===== src/rtl/sfcrc_pkg.sv =====
`timescale 1ns/1ps
package sfcrc_pkg;

    localparam int                CRC_W    = 12;
    localparam logic [CRC_W-1:0]  CRC_POLY = 12'h80F;   // x^11+x^3+x^2+x+1, x^12 implied
    localparam int                IDX_W    = $clog2(CRC_W + 1);

    typedef enum logic [1:0] {
        SLOT_DATA  = 2'd0,
        SLOT_SYNC  = 2'd1,
        SLOT_CHECK = 2'd2,
        SLOT_FLAG  = 2'd3
    } slot_e;

    function automatic logic [CRC_W-1:0] crc_step(input logic [CRC_W-1:0] c, input logic b);
        logic fb;
        fb = c[CRC_W-1] ^ b;
        return {c[CRC_W-2:0], 1'b0} ^ (fb ? CRC_POLY : '0);
    endfunction

    function automatic logic is_covered(input slot_e s);
        return (s == SLOT_DATA) || (s == SLOT_FLAG);
    endfunction

endpackage


===== src/rtl/sfcrc_satcnt.sv =====
`timescale 1ns/1ps
module sfcrc_satcnt #(
    parameter int W = 8
) (
    input  logic         clk,
    input  logic         rst_n,
    input  logic         clr,
    input  logic         inc,
    output logic [W-1:0] cnt
);
    localparam logic [W-1:0] MAX = '1;

    logic [W-1:0] cnt_d, cnt_q;

    always_comb begin
        cnt_d = cnt_q;
        if (clr)
            cnt_d = inc ? W'(1) : '0;
        else if (inc && cnt_q != MAX)
            cnt_d = cnt_q + W'(1);
    end

    always_ff @(posedge clk or negedge rst_n) begin
        if (!rst_n) cnt_q <= '0;
        else        cnt_q <= cnt_d;
    end

    assign cnt = cnt_q;

    // the ceiling is held
    a_r6_sat_hold: assert property (@(posedge clk) disable iff (!rst_n)
        (cnt_q == MAX && !clr) |=> cnt_q == MAX);

    // at most one step per cycle
    a_r6_single_step: assert property (@(posedge clk) disable iff (!rst_n)
        (!clr && cnt_q != MAX) |=> (cnt_q == $past(cnt_q) || cnt_q == $past(cnt_q) + W'(1)));

    // the clear leaves at most one count
    a_r8_clear: assert property (@(posedge clk) disable iff (!rst_n)
        clr |=> cnt_q <= W'(1));

endmodule


===== src/rtl/sfcrc_tx.sv =====
`timescale 1ns/1ps
module sfcrc_tx
    import sfcrc_pkg::*;
(
    input  logic  clk,
    input  logic  rst_n,
    input  logic  en,
    input  logic  sf_start,
    input  slot_e slot,
    input  logic  bit_in,
    input  logic  corrupt,
    input  logic  flag_bit,
    output logic  bit_out
);
    typedef struct packed {
        logic [CRC_W-1:0] run;
        logic [CRC_W-1:0] held;
        logic [IDX_W-1:0] idx;
    } tx_st_t;

    tx_st_t st_d, st_q;

    logic [CRC_W-1:0] held_eff, held_sh, run_base;
    logic [IDX_W-1:0] idx_eff;

    always_comb begin
        // Superframe start: the CRC just finished becomes the word to send
        held_eff = (en && sf_start) ? st_q.run : st_q.held;
        idx_eff  = (en && sf_start) ? '0 : st_q.idx;
        run_base = (en && sf_start) ? '0 : st_q.run;
        held_sh  = held_eff << idx_eff;

        unique case (slot)
            SLOT_CHECK: bit_out = (idx_eff < IDX_W'(CRC_W)) ? (held_sh[CRC_W-1] ^ corrupt) : bit_in;
            SLOT_FLAG:  bit_out = flag_bit;
            default:    bit_out = bit_in;
        endcase

        st_d = st_q;
        if (en) begin
            st_d.held = held_eff;
            st_d.run  = is_covered(slot) ? crc_step(run_base, bit_out) : run_base;
            st_d.idx  = (slot == SLOT_CHECK && idx_eff < IDX_W'(CRC_W)) ? idx_eff + IDX_W'(1) : idx_eff;
        end
    end

    always_ff @(posedge clk or negedge rst_n) begin
        if (!rst_n) st_q <= '0;
        else        st_q <= st_d;
    end

    // idle cycles freeze the transmit state
    a_r9_tx_idle: assert property (@(posedge clk) disable iff (!rst_n)
        !en |=> $stable(st_q));

    // no more than CRC_W check bits are taken from the held word
    a_r2_idx_bound: assert property (@(posedge clk) disable iff (!rst_n)
        st_q.idx <= IDX_W'(CRC_W));

endmodule


===== src/rtl/sfcrc_rx.sv =====
`timescale 1ns/1ps
module sfcrc_rx
    import sfcrc_pkg::*;
(
    input  logic  clk,
    input  logic  rst_n,
    input  logic  en,
    input  logic  sf_start,
    input  slot_e slot,
    input  logic  bit_in,
    output logic  near_err,
    output logic  far_err,
    output logic  err_flag
);
    typedef struct packed {
        logic [CRC_W-1:0] run;
        logic [CRC_W-1:0] expect_crc;
        logic [CRC_W-1:0] chk;
        logic [IDX_W-1:0] idx;
        logic [1:0]       starts;
        logic             flag;
    } rx_st_t;

    rx_st_t st_d, st_q;

    logic             compare;
    logic [CRC_W-1:0] run_base, chk_base;
    logic [IDX_W-1:0] idx_base;

    always_comb begin
        compare  = en && sf_start && (st_q.starts == 2'd2);
        near_err = compare && (st_q.expect_crc != st_q.chk);
        far_err  = en && (slot == SLOT_FLAG) && !bit_in;

        run_base = (en && sf_start) ? '0 : st_q.run;
        chk_base = (en && sf_start) ? '0 : st_q.chk;
        idx_base = (en && sf_start) ? '0 : st_q.idx;

        st_d = st_q;
        if (en) begin
            if (sf_start) begin
                st_d.expect_crc = st_q.run;
                if (st_q.starts != 2'd2) st_d.starts = st_q.starts + 2'd1;
            end
            if (compare) st_d.flag = near_err;
            st_d.run = is_covered(slot) ? crc_step(run_base, bit_in) : run_base;
            st_d.chk = chk_base;
            st_d.idx = idx_base;
            if (slot == SLOT_CHECK && idx_base < IDX_W'(CRC_W)) begin
                st_d.chk = {chk_base[CRC_W-2:0], bit_in};
                st_d.idx = idx_base + IDX_W'(1);
            end
        end
    end

    always_ff @(posedge clk or negedge rst_n) begin
        if (!rst_n) begin
            st_q      <= '0;
            st_q.flag <= 1'b0;
        end else begin
            st_q <= st_d;
        end
    end

    assign err_flag = st_q.flag;

    // the returned flag changes only at a receive superframe start
    a_r5_flag_hold: assert property (@(posedge clk) disable iff (!rst_n)
        !(en && sf_start) |=> $stable(st_q.flag));

    // idle cycles freeze the receive state
    a_r9_rx_idle: assert property (@(posedge clk) disable iff (!rst_n)
        !en |=> $stable(st_q));

endmodule


===== src/rtl/superframe_crc_mon.sv =====
`timescale 1ns/1ps
module superframe_crc_mon
    import sfcrc_pkg::*;
#(
    parameter int CNT_W = 8
) (
    input  logic             clk,
    input  logic             rst_n,
    input  logic             tx_en,
    input  logic             tx_sf_start,
    input  logic [1:0]       tx_slot,
    input  logic             tx_bit,
    input  logic             tx_corrupt,
    output logic             tx_out,
    input  logic             rx_en,
    input  logic             rx_sf_start,
    input  logic [1:0]       rx_slot,
    input  logic             rx_bit,
    input  logic             cnt_clear,
    output logic [CNT_W-1:0] nebe_count,
    output logic [CNT_W-1:0] febe_count
);
    logic near_err, far_err, err_flag;

    sfcrc_tx u_tx (
        .clk      (clk),
        .rst_n    (rst_n),
        .en       (tx_en),
        .sf_start (tx_sf_start),
        .slot     (slot_e'(tx_slot)),
        .bit_in   (tx_bit),
        .corrupt  (tx_corrupt),
        .flag_bit (!err_flag),
        .bit_out  (tx_out)
    );

    sfcrc_rx u_rx (
        .clk      (clk),
        .rst_n    (rst_n),
        .en       (rx_en),
        .sf_start (rx_sf_start),
        .slot     (slot_e'(rx_slot)),
        .bit_in   (rx_bit),
        .near_err (near_err),
        .far_err  (far_err),
        .err_flag (err_flag)
    );

    sfcrc_satcnt #(.W(CNT_W)) u_nebe_cnt (
        .clk   (clk),
        .rst_n (rst_n),
        .clr   (cnt_clear),
        .inc   (near_err),
        .cnt   (nebe_count)
    );

    sfcrc_satcnt #(.W(CNT_W)) u_febe_cnt (
        .clk   (clk),
        .rst_n (rst_n),
        .clr   (cnt_clear),
        .inc   (far_err),
        .cnt   (febe_count)
    );

    // a transmitted flag slot reports the receive-side verdict
    a_r5_flag_out: assert property (@(posedge clk) disable iff (!rst_n)
        (tx_slot == 2'd3) |-> (tx_out == !err_flag));

endmodule


===== config.mk =====
export PLATFORM = sky130hd
export DESIGN_NAME = superframe_crc_mon
export DESIGN_NICKNAME = d
export VERILOG_FILES = /design/src/rtl/sfcrc_pkg.sv /design/src/rtl/sfcrc_satcnt.sv /design/src/rtl/sfcrc_tx.sv /design/src/rtl/sfcrc_rx.sv /design/src/rtl/superframe_crc_mon.sv
export SDC_FILE = /design/constraint.sdc
export NUM_CORES = 1
export LEC_CHECK = 0
export BUFFER_PORTS_ARGS = -buffer_cell sky130_fd_sc_hd__clkbuf_2
export CAP_MARGIN = 10
export CORE_MARGIN = 2
export CORE_UTILIZATION = 49
export CTS_BUF_LIST = sky130_fd_sc_hd__clkbuf_8
export DETAILED_ROUTE_END_ITERATION = 8
export GPL_TIMING_DRIVEN = 0
export PLACE_DENSITY = 0.68
export SYNTH_ARGS = -nofsm -noshare
export SYNTH_HDL_FRONTEND = slang
export SYNTH_HIERARCHICAL = 1
export SYNTH_SLANG_ARGS = --single-unit

===== constraint.sdc =====
create_clock -name clk -period 3.1 [get_ports clk]
set_input_delay 0.62 -clock clk [delete_from_list [all_inputs] [get_ports clk]]
set_output_delay 0.62 -clock clk [all_outputs]
set_load 0.01 [all_outputs]

# After elaboration in Yosys (flattened, before gate mapping)
# Index checks and enable logic that the tools add are counted.
# W data, S select, Z words.
[op_classes] add_sub_neg=5 multipliers=0 div_mod_pow=0 n_lt_le_gt_ge=2 n_eq_ne=9 shifts=1 muxes=20 n_bitwise=5 reduce_logical=23
[ops] cell="$mux W12" count=8
[ops] cell="$mux W8" count=4
[ops] cell="$xor A12 B12 Y12" count=2
[ops] cell="$add A8 B1 Y8 const B" count=2
[ops] cell="$mux W16" count=1
[ops] cell="$ne A8 B8 Y1 const B" count=2
[ops] cell="$mux W4" count=3
[ops] cell="$ne A12 B12 Y1" count=1
[ops] cell="$shl A12 B4 Y12" count=1
[ops] cell="$eq A2 B2 Y1 const B" count=5
[ops] cell="$logic_and A1 B1 Y1" count=10
[ops] cell="$add A4 B1 Y4 const B" count=2
[ops] cell="$lt A4 B4 Y1 const B" count=2
[ops] cell="$reduce_and A2 Y1" count=3
[ops] cell="$reduce_bool A2 Y1" count=3
[ops] cell="$logic_not A2 Y1" count=2
[ops] cell="$mux W1" count=3
[ops] cell="$reduce_and A3 Y1" count=1
[ops] cell="$xor A1 B1 Y1" count=3
[ops] cell="$add A2 B1 Y2 const B" count=1
[ops] cell="$logic_not A1 Y1" count=2
[ops] cell="$logic_or A1 B1 Y1" count=2
[ops] cell="$ne A2 B2 Y1 const B" count=1
[ops] cell="$pmux W1 S2" count=1
[word_totals] register_bits=87 latch_bits=0 ramBits=0 mem_bits_ro=0 out_inout_bits=17 wordCells=77 mem_count=0

# Logic depth before layout (Yosys ltp)
[depth] ltp_word=10 ltp_mapped=10 depth_no_buf=9

# Hierarchy
# Netlist, hierarchy kept.
[by_module_without_submodules] module="sfcrc_rx" n_inst=1 cells_each=189 area_per_inst_um2=1978.1
[by_module_without_submodules] module="sfcrc_tx" n_inst=1 cells_each=164 area_per_inst_um2=1554.0
[by_module_without_submodules] module="sfcrc_satcnt" n_inst=2 cells_each=47 area_per_inst_um2=473.0
[by_module_without_submodules] module="superframe_crc_mon" n_inst=1 cells_each=1 area_per_inst_um2=3.8

# Least setup slack after synthesis
# Ideal clock, no wire load.
[synth_timing] path_kind="input port to output port" from="input port tx_slot[0]" to="output port tx_out" t_arrival_ps=1869 setup_slack_ps=611 stages=9 cell_sequence="inv_1 -> ha_1 -> inv_1 -> a31oi_4 -> or3b_1 -> mux2i_1 -> nor2_1 -> buf_2 -> inv_1"
[synth_via] elab_chain_cells=2 word_cells_on_any_way=3 cone_classes="eq/ne (2); mux (1)"
[synth_lines] element="from (decl)" line_no="superframe_crc_mon.sv:11" source="input logic [1:0] tx_slot,"
[synth_lines] element="$eq A2 B2 Y1" line_no="sfcrc_tx.sv:33" source="unique case (slot)"
[synth_lines] element="$pmux W1 S2 *" line_no="sfcrc_tx.sv:33"
[synth_lines] element="to (decl)" line_no="superframe_crc_mon.sv:14" source="output logic tx_out,"
# Mark *: on every way between the ends. The rest lies on a longest branch, timed or not.

# Worst setup path in the final report
[layout_timing] from="register u_tx/st_q[2] in the netlist's numbering" to="output port tx_out"
[layout_via] elab_chain_cells=5 word_cells_on_any_way=6 cone_classes="order compare (1); shift (1); mux (3); bitwise (1)"
[layout_lines] element="from (decl)" line_no="sfcrc_tx.sv:21" source="tx_st_t st_d, st_q;"
[layout_lines] element="from (signal assigned)" line_no="sfcrc_tx.sv:49" source="else st_q <= st_d;"
[layout_lines] element="$mux W4 *" line_no="sfcrc_tx.sv:29" source="idx_eff = (en && sf_start) ? '0 : st_q.idx;"
[layout_lines] element="$shl A12 B4 Y12" line_no="sfcrc_tx.sv:31" source="held_sh = held_eff << idx_eff;"
[layout_lines] element="$xor A1 B1 Y1" line_no="sfcrc_tx.sv:34" source="SLOT_CHECK: bit_out = (idx_eff < IDX_W'(CRC_W)) ? (held_sh[CRC_W-1] ^ corrupt) : bit_in;"
[layout_lines] element="$mux W1 *" line_no="sfcrc_tx.sv:34"
[layout_lines] element="$pmux W1 S2 *" line_no="sfcrc_tx.sv:33"
# Marks and branches as above.

==> results.sh <==
export IMPL_totalWireLength_um=9010
export IMPL_floorplan_die_height_um=99.6
export IMPL_power_ir_vdd_worst_uv=210
export IMPL_path_clk_slew_ns=0.09
export IMPL_h_tree_depth=3
export IMPL_first_pass_grt_wire_length_um=15600
export IMPL_fin_util=0.567
export IMPL_cp_slowest_cell="sky130_fd_sc_hd__mux4_2"
export IMPL_clock_sinks=87
export IMPL_drive_above_1_share=0.154
export IMPL_overflow=0
export IMPL_biggest_area_consumer_among_synthesized_cells="sky130_fd_sc_hd__dfrtp_1"
export IMPL_tns_ns=0
export IMPL_synth_async_sr_flop_share=1.00
export IMPL_ys_ff_latch=87
export IMPL_power_per_cell_area_nw_per_um2=545
export IMPL_final_period_utilization=0.941
export IMPL_drtAntennaViolNets=0
export IMPL_leakage_power_nw=2.28
export IMPL_coreArea_um2=8810
export IMPL_area_growth_syn_to_layout_pct=11.3
export IMPL_post_drt_wl_per_cell_um=15.0
export IMPL_endpoint_kind="output pin"
export IMPL_grt_start_max_net_pins=59
export IMPL_grt_antenna_before_repair=0
export IMPL_synthesis_area_per_instance_um2=10.0
export IMPL_timing_critical_path_from_type="register"
export IMPL_clock_tree_from_tritoncts="yes"
export IMPL_ctsRootBufferMaster="sky130_fd_sc_hd__clkbuf_8"
export IMPL_skew_pair_late_insertion_delay_ns=0.35
export IMPL_hp_class="in -> async"
export IMPL_grt_use_total=0.192
export IMPL_final_setup_viol_count=0
export IMPL_synthDominantCellAreaShare=0.486
export IMPL_criticalPathCategory="reg -> out"
export IMPL_postSynthCellCount=448
export IMPL_synthFlopType="sky130_fd_sc_hd__dfrtp_1"
export IMPL_final_hold_viol_count=0
export IMPL_drt_first_pass_iters=4
export IMPL_die_width_um=99.6
export IMPL_die_area_um2=9930
export IMPL_worst_clock_skew_ns=0.0117
export IMPL_post_synth_most_frequent_cells="87 x sky130_fd_sc_hd__dfrtp_1, 74 x sky130_fd_sc_hd__nand2_1, 23 x sky130_fd_sc_hd__inv_1"
export IMPL_clock_fmax_mhz=343
export IMPL_row_count=34
export IMPL_yosysWarningCount=6
export IMPL_globalplace_congestion=0.803
export IMPL_grt_pass1_vias=3258
export IMPL_path_cells="buf_6 > mux4_2 > mux2i_1 > or3b_1 > mux2i_1 > nor2_1 > clkbuf_4 > inv_1 > clkbuf_2"
export IMPL_cp_data_arrival_time_ns=2.30
export IMPL_overall_power_after_layout_w=0.00272
export IMPL_synth_most_common_cell="sky130_fd_sc_hd__dfrtp_1"
export IMPL_start_util=0.509
export IMPL_post_synthesis_sequential_area_ratio=0.486
export IMPL_mappedNetlistNets=471
export IMPL_drt_first_iter_violations=241
export IMPL_max_slew_margin_rel=0.692
export IMPL_diodes=0
export IMPL_stdcell_count=602
export IMPL_cts_hold_buf=0
export IMPL_most_frequent_cell_on_the_critical_path="sky130_fd_sc_hd__mux2i_1"
export IMPL_dp_cells=586
export IMPL_timing_rr_end="u_tx/st_q[19]"
export IMPL_r2r_slack_ns=0.96
export IMPL_clock_tree_buffer_depth=2
export IMPL_regToRegStartpoint="u_tx/st_q[2]"
export IMPL_num_vias=3474
export IMPL_cpPeakStageDelay_ns=0.51
export IMPL_tightestPinTransition_ns=0.461
export IMPL_status="finished, final reports clean"
export IMPL_post_synth_instance_area_um2=4480
export IMPL_dpl_hpwl_um=6410
export IMPL_cp_data_required_time_ns=2.48
export IMPL_synth_edff_count=0
export IMPL_final_nets=512
export IMPL_synth_area_top_cells="sky130_fd_sc_hd__dfrtp_1 49%, sky130_fd_sc_hd__nand2_1 6.2%, sky130_fd_sc_hd__a22o_1 3.1%"
export IMPL_floorplan_io_pins=31
export IMPL_cap_violations=0
export IMPL_length_in_cells_of_the_worst_reg_to_reg_path=9
export IMPL_rsz0062_at_grt="false"
export IMPL_cts_inserted_buffers=9
export IMPL_drt_drc_violations_left=0
export IMPL_finalWorstPathRequiredPeriod_ns=2.92
export IMPL_final_max_slew_violation_count=0
export IMPL_drt_vias_per_instance=5.77
export IMPL_synth_distinct_cells=56
export IMPL_io_buffer_count=29
export IMPL_path_max_fanout=10
[cells in the final DEF (no fill, tap or decap), types with 8 or more instances in the layout]
cell type	synthesis	layout
sky130_fd_sc_hd__nand3_1	9	9
sky130_fd_sc_hd__o21ai_0	19	19
sky130_fd_sc_hd__nand2b_1	13	13
sky130_fd_sc_hd__ha_1	9	9
sky130_fd_sc_hd__clkbuf_1	13	13
sky130_fd_sc_hd__clkbuf_8	0	9
sky130_fd_sc_hd__xnor2_1	15	15
sky130_fd_sc_hd__a2bb2oi_1	8	8
sky130_fd_sc_hd__o22ai_1	8	8
sky130_fd_sc_hd__a21oi_1	17	17
sky130_fd_sc_hd__and2_1	10	10
sky130_fd_sc_hd__nor2_1	9	9
sky130_fd_sc_hd__nand2_1	74	74
sky130_fd_sc_hd__dfrtp_1	87	87
sky130_fd_sc_hd__inv_1	23	23
sky130_fd_sc_hd__a22o_1	16	16
sky130_fd_sc_hd__clkbuf_2	0	28
[power breakdown]
part	switching, W	leakage (nW)	internal, W	total [W]
Clock	0.000409	0.103	0.000374	0.000783
Combinational	0.000314	1.00	0.000239	0.000552
Sequential	0.000107	1.18	0.00128	0.00138
[worst max-delay path: cells and delay by family (launching register included)]
family | cells | cell delay, ns
muxes | 3 | 0.79
and+or+nand+nor | 2 | 0.29
buffers and inverters | 4 | 0.53
DFF | 1 | 0.35
[how the worst max path moves through the flow]
stage / from / to / cells past startpoint
floorplan: tx_slot[0] / tx_out / 9
global placement: tx_slot[0] / tx_out / 11
detailed placement: tx_slot[0] / tx_out / 11
CTS: u_tx/st_q[2] / tx_out / 9
global route: u_tx/st_q[2] / tx_out / 9
finish: u_tx/st_q[2] / tx_out / 9
[state kept, by name (all words and copies together), names as in the netlist]
| signal | flops |
|---|---|
| u_rx/st_q | 42 |
| u_tx/st_q | 28 |
| u_nebe_cnt/cnt | 8 |
| u_rx/err_flag | 1 |
| u_febe_cnt/cnt | 8 |
[per-layer routing]
layer / share of wire / GRT usage / vias to the layer above / routed length [µm]
met1: 0.49 / 0.285 / 1715 / 4420
li1: - / - / 1677 / -
met4: 0.0093 / 0.0748 / 0 / 84
met2: 0.46 / 0.285 / 74 / 4120
met5: 0 / 0 / - / 0
met3: 0.042 / 0.0302 / 8 / 378
[kinds of logic (layout without fill, tap and decap cells)]
kind of cell,count (synthesis),after routing,synth area share
compound gates,117,117,0.190
xor+xnor,22,22,0.0430
fa+ha+maj,9,9,0.0251
simple gates,154,154,0.176
buf+inv,48,94,0.0494
flops,87,87,0.486
mux,11,11,0.0310
[area by class of cell]
cell class,count,area [µm²]
repair buffers,30,175
fillers,796,3820
plain buffers,25,138
multi-input cells,313,2080
clock buffers,9,124
inverters,23,86.3
clock inverters,7,71.3
well taps,108,135
flip-flops and latches,87,2180
[repair_timing]
item | in CTS | in global routing
gates resized for setup | 0 | 1
buffers inserted | 0 | 0
setup endpoints to repair | 0 | 1
[through the flow]
step	area [µm²]	worst slack [ns]	hold slack (ns)
final	4990	0.184	0.225
after global routing	4990	0.0222	0.243
after CTS	4990	0.139	0.225
after detailed placement	4790	0.232	0.470
after global placement	4760	0.289	0.462
after floorplan	4480	0.611	0.324
Power figures use the tool's default switching activity.
